File: config.mk
export PLATFORM = sky130hd
export DESIGN_NAME = seg_page_xlate
export DESIGN_NICKNAME = d
export VERILOG_FILES = /design/src/rtl/xlt_pkg.sv /design/src/rtl/xlt_split.sv /design/src/rtl/xlt_asn.sv /design/src/rtl/xlt_tlb.sv /design/src/rtl/seg_page_xlate.sv
export SDC_FILE = /design/constraint.sdc
export NUM_CORES = 2
export LEC_CHECK = 0
export BUFFER_PORTS_ARGS = -buffer_cell sky130_fd_sc_hd__buf_2
export CORE_UTILIZATION = 55
export CTS_CLUSTER_DIAMETER = 120
export DETAILED_ROUTE_END_ITERATION = 6
export HOLD_SLACK_MARGIN = 0.06
export PLACE_DENSITY_LB_ADDON = 0.3
export REMOVE_ABC_BUFFERS = 1
export SYNTH_ARGS = -nofsm -noshare
export SYNTH_HDL_FRONTEND = slang
export SYNTH_HIERARCHICAL = 1
export SYNTH_SLANG_ARGS = --single-unit
export TNS_END_PERCENT = 1
File: constraint.sdc
create_clock -name clk -period 7.75 [get_ports clk]
set_clock_uncertainty 0.2 [all_clocks]
set_input_delay 1.55 -clock clk [delete_from_list [all_inputs] [get_ports clk]]
set_output_delay 1.55 -clock clk [all_outputs]
set_load 0.01 [all_outputs]
File: src/rtl/xlt_pkg.sv
package xlt_pkg;
  localparam int VA_W  = 31;
  localparam int RA_W  = 32;
  localparam int SIX_W = 16;
  localparam int PIX_W = 9;
  localparam int OFF_W = 12;
  localparam int KEY_W = 23;
  localparam int FRM_W = 21;

  typedef enum logic [2:0] {
    F_NONE    = 3'd0,
    F_SEG_LEN = 3'd1,
    F_SEG_INV = 3'd2,
    F_PG_LEN  = 3'd3,
    F_PG_INV  = 3'd4,
    F_PROT    = 3'd5
  } fault_e;

  typedef struct packed {
    logic [31:0] org;
    logic [15:0] lim;
  } dsg_t;

  typedef enum logic [1:0] {S_IDLE, S_SEG, S_PAGE} st_e;
endpackage

File: src/rtl/xlt_split.sv
module xlt_split
  import xlt_pkg::*;
(
  input  logic [VA_W-1:0]  va,
  input  logic             wide,
  input  logic             seg_big,
  input  logic             pg_big,
  output logic [SIX_W-1:0] seg_idx,
  output logic [PIX_W-1:0] pg_idx,
  output logic [OFF_W-1:0] off,
  output logic [KEY_W-1:0] key
);
  logic [VA_W-1:0] eff;
  logic [19:0]     inseg;

  always_comb begin
    eff     = wide ? va : {7'b0, va[23:0]};
    seg_idx = seg_big ? {5'b0, eff[30:20]} : {1'b0, eff[30:16]};
    inseg   = seg_big ? eff[19:0] : {4'b0, eff[15:0]};
    pg_idx  = pg_big ? {1'b0, inseg[19:12]} : inseg[19:11];
    off     = pg_big ? eff[11:0] : {1'b0, eff[10:0]};
    key     = {wide, seg_big, pg_big, eff[30:12], eff[11] & ~pg_big};
  end
endmodule

File: src/rtl/xlt_asn.sv
module xlt_asn
  import xlt_pkg::*;
#(
  parameter int N = 16,
  localparam int IW = $clog2(N)
) (
  input  logic          clk,
  input  logic          rst_n,
  input  logic          tbl_we,
  input  logic [IW-1:0] tbl_idx,
  input  dsg_t          tbl_dsg,
  input  logic          ld_valid,
  input  logic          ld_sec,
  input  logic [IW-1:0] ld_idx,
  output dsg_t          prim,
  output dsg_t          scnd
);
  dsg_t tbl_q [N];
  dsg_t prim_q, prim_d, scnd_q, scnd_d;

  always_ff @(posedge clk) begin
    if (tbl_we) tbl_q[tbl_idx] <= tbl_dsg;
  end

  always_comb begin
    prim_d = prim_q;
    scnd_d = scnd_q;
    if (ld_valid && !ld_sec) prim_d = tbl_q[ld_idx];
    if (ld_valid &&  ld_sec) scnd_d = tbl_q[ld_idx];
  end

  always_ff @(posedge clk or negedge rst_n) begin
    if (!rst_n) begin
      prim_q <= '0;
      scnd_q <= '0;
    end else begin
      prim_q <= prim_d;
      scnd_q <= scnd_d;
    end
  end

  assign prim = prim_q;
  assign scnd = scnd_q;
endmodule

File: src/rtl/xlt_tlb.sv
module xlt_tlb
  import xlt_pkg::*;
#(
  parameter int N = 8,
  localparam int PW = $clog2(N)
) (
  input  logic             clk,
  input  logic             rst_n,
  input  logic             flush,
  input  logic [KEY_W-1:0] lk_key,
  input  logic             lk_sec,
  output logic             hit,
  output logic [FRM_W-1:0] hit_frame,
  output logic             hit_ro,
  input  logic             fill,
  input  logic [KEY_W-1:0] f_key,
  input  logic             f_sec,
  input  logic             f_com,
  input  logic [FRM_W-1:0] f_frame,
  input  logic             f_ro
);
  logic [N-1:0]     vld_q, vld_d, match;
  logic [KEY_W-1:0] key_q [N];
  logic [FRM_W-1:0] frm_q [N];
  logic [N-1:0]     sec_q, com_q, ro_q;
  logic [PW-1:0]    rr_q, rr_d;

  for (genvar g = 0; g < N; g++) begin : g_cmp
    assign match[g] = vld_q[g] && (key_q[g] == lk_key) &&
                      (com_q[g] || (sec_q[g] == lk_sec));
  end

  always_comb begin
    hit       = |match;
    hit_frame = '0;
    hit_ro    = 1'b0;
    for (int i = N - 1; i >= 0; i--) begin
      if (match[i]) begin
        hit_frame = frm_q[i];
        hit_ro    = ro_q[i];
      end
    end
    vld_d = vld_q;
    rr_d  = rr_q;
    if (flush) begin
      vld_d = '0;
    end else if (fill) begin
      vld_d[rr_q] = 1'b1;
      rr_d        = rr_q + 1'b1;
    end
  end

  always_ff @(posedge clk) begin
    if (fill) begin
      key_q[rr_q] <= f_key;
      frm_q[rr_q] <= f_frame;
      sec_q[rr_q] <= f_sec;
      com_q[rr_q] <= f_com;
      ro_q[rr_q]  <= f_ro;
    end
  end

  always_ff @(posedge clk or negedge rst_n) begin
    if (!rst_n) begin
      vld_q <= '0;
      rr_q  <= '0;
    end else begin
      vld_q <= vld_d;
      rr_q  <= rr_d;
    end
  end
endmodule

File: src/rtl/seg_page_xlate.sv
module seg_page_xlate
  import xlt_pkg::*;
#(
  parameter int TLB_N = 8,
  parameter int ASN_N = 16,
  localparam int AIW = $clog2(ASN_N)
) (
  input  logic              clk,
  input  logic              rst_n,
  input  logic              cfg_wide,
  input  logic              cfg_seg1m,
  input  logic              cfg_pg4k,
  input  logic              req_valid,
  output logic              req_ready,
  input  logic [VA_W-1:0]   req_va,
  input  logic              req_write,
  input  logic              req_sec,
  output logic              rsp_done,
  output logic [2:0]        rsp_fault,
  output logic [RA_W-1:0]   rsp_raddr,
  output logic              rsp_ro,
  output logic              mem_req,
  output logic [RA_W-1:0]   mem_addr,
  input  logic              mem_ack,
  input  logic [31:0]       mem_rdata,
  input  logic              tbl_we,
  input  logic [AIW-1:0]    tbl_idx,
  input  logic [47:0]       tbl_dsg,
  input  logic              ld_valid,
  input  logic              ld_sec,
  input  logic [15:0]       ld_asn
);
  logic [1:0] rs_q;
  logic       rs_n;

  always_ff @(posedge clk or negedge rst_n) begin
    if (!rst_n) rs_q <= 2'b00;
    else        rs_q <= {rs_q[0], 1'b1};
  end
  assign rs_n = rs_q[1];

  dsg_t prim, scnd, dsg;
  logic [SIX_W-1:0] seg_idx;
  logic [PIX_W-1:0] pg_idx;
  logic [OFF_W-1:0] off;
  logic [KEY_W-1:0] key;
  logic             hit, hit_ro, fill;
  logic [FRM_W-1:0] hit_frame, fill_frame;

  xlt_asn #(.N(ASN_N)) u_asn (
    .clk(clk), .rst_n(rs_n), .tbl_we(tbl_we), .tbl_idx(tbl_idx),
    .tbl_dsg(dsg_t'(tbl_dsg)), .ld_valid(ld_valid), .ld_sec(ld_sec),
    .ld_idx(ld_asn[AIW-1:0]), .prim(prim), .scnd(scnd)
  );

  xlt_split u_split (
    .va(req_va), .wide(cfg_wide), .seg_big(cfg_seg1m), .pg_big(cfg_pg4k),
    .seg_idx(seg_idx), .pg_idx(pg_idx), .off(off), .key(key)
  );

  st_e              st_q, st_d;
  logic [PIX_W-1:0] pix_q, pix_d;
  logic [OFF_W-1:0] off_q, off_d;
  logic [KEY_W-1:0] key_q, key_d;
  logic             wr_q, wr_d, sec_q, sec_d, pg4k_q, pg4k_d;
  logic             stale_q, stale_d, ro_q, ro_d, com_q, com_d;
  logic [RA_W-1:0]  maddr_q, maddr_d, raddr_q, raddr_d;
  logic             done_q, done_d, rro_q, rro_d;
  fault_e           flt_q, flt_d;

  xlt_tlb #(.N(TLB_N)) u_tlb (
    .clk(clk), .rst_n(rs_n), .flush(ld_valid),
    .lk_key(key), .lk_sec(req_sec), .hit(hit), .hit_frame(hit_frame), .hit_ro(hit_ro),
    .fill(fill), .f_key(key_q), .f_sec(sec_q), .f_com(com_q),
    .f_frame(fill_frame), .f_ro(ro_q)
  );

  assign dsg        = req_sec ? scnd : prim;
  assign fill_frame = {mem_rdata[31:12], mem_rdata[11] & ~pg4k_q};

  always_comb begin
    st_d    = st_q;    pix_d  = pix_q;  off_d  = off_q;  key_d  = key_q;
    wr_d    = wr_q;    sec_d  = sec_q;  pg4k_d = pg4k_q; ro_d   = ro_q;
    com_d   = com_q;   maddr_d = maddr_q;
    raddr_d = raddr_q; rro_d  = rro_q;  flt_d  = flt_q;
    done_d  = 1'b0;    fill   = 1'b0;
    stale_d = (st_q == S_IDLE) ? ld_valid : (stale_q | ld_valid);
    unique case (st_q)
      S_IDLE: if (req_valid) begin
        pix_d = pg_idx; off_d = off; key_d = key; wr_d = req_write;
        sec_d = req_sec; pg4k_d = cfg_pg4k;
        if (hit) begin
          done_d  = 1'b1;
          flt_d   = (req_write && hit_ro) ? F_PROT : F_NONE;
          raddr_d = (req_write && hit_ro) ? '0 :
                    (cfg_pg4k ? {hit_frame[FRM_W-1:1], off} : {hit_frame, off[10:0]});
          rro_d   = hit_ro && !req_write;
        end else if (seg_idx > dsg.lim) begin
          done_d = 1'b1; flt_d = F_SEG_LEN; raddr_d = '0; rro_d = 1'b0;
        end else begin
          maddr_d = dsg.org + {14'b0, seg_idx, 2'b00};
          st_d    = S_SEG;
        end
      end
      S_SEG: if (mem_ack) begin
        if (mem_rdata[0] || (pix_q > mem_rdata[11:3])) begin
          done_d  = 1'b1; raddr_d = '0; rro_d = 1'b0; st_d = S_IDLE;
          flt_d   = mem_rdata[0] ? F_SEG_INV : F_PG_LEN;
        end else begin
          ro_d    = mem_rdata[1];
          com_d   = mem_rdata[2];
          maddr_d = {mem_rdata[31:12], 12'b0} + {21'b0, pix_q, 2'b00};
          st_d    = S_PAGE;
        end
      end
      S_PAGE: if (mem_ack) begin
        done_d = 1'b1;
        st_d   = S_IDLE;
        if (mem_rdata[0] || (wr_q && ro_q)) begin
          flt_d = mem_rdata[0] ? F_PG_INV : F_PROT;
          raddr_d = '0; rro_d = 1'b0;
        end else begin
          flt_d   = F_NONE;
          raddr_d = pg4k_q ? {mem_rdata[31:12], off_q} : {mem_rdata[31:11], off_q[10:0]};
          rro_d   = ro_q;
          fill    = !stale_q && !ld_valid;
        end
      end
      default: st_d = S_IDLE;
    endcase
  end

  always_ff @(posedge clk or negedge rs_n) begin
    if (!rs_n) begin
      st_q <= S_IDLE; done_q <= 1'b0; flt_q <= F_NONE; raddr_q <= '0; rro_q <= 1'b0;
      stale_q <= 1'b0; maddr_q <= '0; pix_q <= '0; off_q <= '0; key_q <= '0;
      wr_q <= 1'b0; sec_q <= 1'b0; pg4k_q <= 1'b0; ro_q <= 1'b0; com_q <= 1'b0;
    end else begin
      st_q <= st_d; done_q <= done_d; flt_q <= flt_d; raddr_q <= raddr_d; rro_q <= rro_d;
      stale_q <= stale_d; maddr_q <= maddr_d; pix_q <= pix_d; off_q <= off_d; key_q <= key_d;
      wr_q <= wr_d; sec_q <= sec_d; pg4k_q <= pg4k_d; ro_q <= ro_d; com_q <= com_d;
    end
  end

  assign req_ready = (st_q == S_IDLE);
  assign mem_req   = (st_q != S_IDLE);
  assign mem_addr  = maddr_q;
  assign rsp_done  = done_q;
  assign rsp_fault = flt_q;
  assign rsp_raddr = raddr_q;
  assign rsp_ro    = rro_q;
endmodule

==> results.sh <==
export IMPL_critPathRequiredTime_ps=8200
export IMPL_die_h_um=325
export IMPL_hold_start="rs_q[0]$_DFF_PN0_"
export IMPL_cts_resized=0
export IMPL_r2r_slack_ps=3030
export IMPL_routedWlPerCell_um=26.8
export IMPL_track_usage_pct=25.9
export IMPL_r2r_end="mem_addr[11]$_DFFE_PN0P_"
export IMPL_max_cap_violations=0
export IMPL_drcViolationCount=0
export IMPL_cts_sinks=1374
export IMPL_grt_max_degree=73
export IMPL_pre_cts_ws_ps=1070
export IMPL_layout_nets=3758
export IMPL_rr_startpoint="u_tlb/sec_q[0]$_DFFE_PP_"
export IMPL_start_util_pct=55.5
export IMPL_yosysSeqAreaShare_pct=69.9
export IMPL_htree_levels=4
export IMPL_ys_types=93
export IMPL_slew_headroom_pct=19.5
export IMPL_combPwrFrac_pct=12.6
export IMPL_peakVddDrop_v=0.000254
export IMPL_setup_viol=0
export IMPL_drive_gt1_share_pct=25.3
export IMPL_syn_to_final_growth_pct=11.8
export IMPL_cts_root_buffer="clkbuf_16"
export IMPL_end_kind="register"
export IMPL_synthArstFlopShare_pct=16.7
export IMPL_fin_crit_sh_pct=76.7
export IMPL_postCtsSetupBuffers=0
export IMPL_grt_first_pass_wirelength_mm=202
export IMPL_synth_seq_cells=1374
export IMPL_netlist_instances=3372
export IMPL_p_sw_share_pct=25.6
export IMPL_min_delay_path_depth=0
export IMPL_slew_violations=0
export IMPL_place_gp_congestion=0.876
export IMPL_rows=118
export IMPL_switching_power_w=0.00456
export IMPL_hold_end="rs_q[1]$_DFF_PN0_"
export IMPL_yosys_most_used_dff="edfxtp_1"
export IMPL_power_frac_seq_pct=50.9
export IMPL_hold_viol_final=0
export IMPL_clkSlewWorstSetupHoldPaths_ps=60
export IMPL_worst_pin_slew_ps=1200
export IMPL_internal_power_w=0.0133
export IMPL_viasPerCell=6.24
export IMPL_fmax_ghz=0.168
export IMPL_worstPathMaxFanout=31
export IMPL_antenna_found_initial=13
export IMPL_postCtsHoldBufs=0
export IMPL_clock_latency_ps=750
export IMPL_drtIter0Drc=3231
export IMPL_startpoint_type="input port"
export IMPL_ant_nets=0
export IMPL_outcome="complete, no violations"
export IMPL_clk_path_buf_depth=3
export IMPL_powerDensity_nw_per_um2=278
export IMPL_cts_tree="done"
export IMPL_grt_overflow_total=0
export IMPL_die_x_um=325
export IMPL_drt_wl_total_mm=136
export IMPL_dr_pass1_iters=5
export IMPL_hold_class="reg -> reg"
export IMPL_cp_arrival_ps=6400
export IMPL_rsz0062_at_grt="no"
export IMPL_first_global_vias=31497
export IMPL_syn_area_um2=57400
export IMPL_hpwl_mm=80.1
export IMPL_setup_worst_path_class="in -> reg"
export IMPL_p_clk_share_pct=36.5
export IMPL_ioPinCount=214
export IMPL_nFillCells=7343
export IMPL_avgSynthCellArea_um2=17.0
export IMPL_portBuffers=201
export IMPL_fin_ws_ps=1800
export IMPL_cts_made_buffers=142
export IMPL_synth_edf_count=1144
export IMPL_r2r_cells=11
export IMPL_leakagePower_nw=22.4
export IMPL_tns_ps=0
export IMPL_die_area_um2=106000
export IMPL_vias=31571
export IMPL_layout_min_cycle_time_ps=5950
export IMPL_core_area_um2=103000
export IMPL_yosys_warnings=6
-- metrics by stage --
step | power [W] | instances | hold slack (ps) | area, µm² | utilization [%]
floorplan | 0.0104 | 3141 | 131 | 56100 | -
global placement | 0.0114 | 4804 | 140 | 59700 | 57.7
detailed placement | 0.0115 | 4804 | 145 | 59700 | 57.7
CTS | 0.0180 | 5060 | 155 | 64200 | 62.0
global route | 0.0185 | 5061 | 159 | 64200 | 62.0
finish | 0.0179 | 5063 | 151 | 64200 | 62.0
-- logic make-up (layout without fill, tap and decap cells) --
| family | Yosys count | after routing | share of synthesized area [%] |
|---|---|---|---|
| AO/OA/AOI/OAI | 406 | 406 | 5.10 |
| XOR/XNOR | 205 | 205 | 3.13 |
| adder cells (fa/ha/maj) | 47 | 47 | 1.04 |
| buffers and inverters | 253 | 561 | 2.47 |
| flip-flops | 1374 | 1374 | 69.9 |
| multiplexers | 491 | 491 | 13.0 |
| other | 2 | 5 | 0.0131 |
| AND/OR/NAND/NOR | 594 | 594 | 5.41 |
-- how the worst max path moves through the flow --
stage / start / to / slack, ps / cells past startpoint
final: cfg_wide / mem_addr[11]$_DFFE_PN0P_ / 1800 / 14
after global routing: cfg_wide / mem_addr[11]$_DFFE_PN0P_ / 1530 / 15
after CTS: cfg_wide / mem_addr[11]$_DFFE_PN0P_ / 1850 / 14
after detailed placement: cfg_wide / mem_addr[11]$_DFFE_PN0P_ / 1070 / 14
after global placement: cfg_wide / mem_addr[11]$_DFFE_PN0P_ / 1160 / 14
after floorplan: req_va[11] / rsp_fault[0]$_DFFE_PN0P_ / 440 / 11
-- critical path, cell delays in order --
cell      delay [ps]
buf_2             80
buf_4            310
and2_1           600
xnor2_1          220
nand4_1          160
or4_4            390
nor3_4            90
or3b_2           480
or4_1            550
or3b_1           410
o311ai_2         340
nand2_2          550
buf_4            400
o31ai_1          220
-- per-layer routing --
layer / part of all wire (%) / track usage [%]
met3: 8.2 / 4.89
met4: 2.5 / 7.84
met1: 40 / 35.4
met2: 49 / 42.4
met5: 0.046 / 0
-- sequential cells by signal, summed over array words and instances, names as in the netlist, 9 cells and up --
register     flops
u_tlb/frm_q    168
u_asn/tbl_q    768
mem_addr        32
u_asn/scnd      48
rsp_raddr       32
pix_q            9
key_q           23
off_q           12
u_tlb/key_q    184
u_asn/prim      48
-- synth_stat cells, types with 29 or more instances --
library cell  number  area (µm²)
mux4_2           180        4050
o22ai_1           44         275
edfxtp_1        1144       34400
nand4_1           71         444
buf_6             29         327
nor4_1            48         300
a22o_1            34         298
mux2_2           196        2210
clkbuf_1         100         375
a21oi_1           99         495
nand2_1          125         469
xnor2_1          106         928
nor2_1           145         544
xor2_1            99         867
mux2i_1          107        1070
buf_4             39         293
dfrtp_1          230        5760
ha_1              46         576
nor3_1            57         285
buf_2             53         265
-- area by class of cell --
| class | instances | area (µm²) | share of cell area [%] |
|---|---|---|---|
| Sequential cell | 1374 | 40100 | 62.5 |
| Multi-Input combinational cell | 1745 | 16100 | 25.1 |
| Clock buffer | 191 | 3880 | 6.05 |
| Tap cell | 1380 | 1730 | 2.69 |
| Timing Repair Buffer | 283 | 1660 | 2.58 |
| Clock inverter | 65 | 587 | 0.915 |
| Inverter | 22 | 82.6 | 0.129 |
| Antenna cell | 3 | 7.51 | 0.0117 |
-- power by group through the flow --
stage / sequential (W) / combinational, W / clock [W]
floorplan: 0.00906 / 0.00133 / 0
global placement: 0.00921 / 0.00221 / 0
detailed placement: 0.00924 / 0.00226 / 0
CTS: 0.00908 / 0.00226 / 0.00661
global route: 0.00914 / 0.00244 / 0.00690
finish: 0.00908 / 0.00226 / 0.00651
-- placed cells by master, fill, tap and decap left out, drive strengths merged, types with 35 or more instances in the layout --
| cell type | Yosys | final |
|---|---|---|
| mux2i | 107 | 107 |
| xnor2 | 106 | 106 |
| nand4 | 72 | 72 |
| clkinv | 0 | 54 |
| buf | 127 | 283 |
| o21ai | 35 | 35 |
| xor2 | 99 | 99 |
| ha | 46 | 46 |
| nor2 | 145 | 145 |
| o22ai | 44 | 44 |
| nand2 | 127 | 127 |
| a21oi | 99 | 99 |
| clkbuf | 103 | 191 |
| mux2 | 204 | 204 |
| nor3 | 58 | 58 |
| nor4 | 54 | 54 |
| dfrtp | 230 | 230 |
| mux4 | 180 | 180 |
| edfxtp | 1144 | 1144 |
Power figures use the tool's default switching activity.
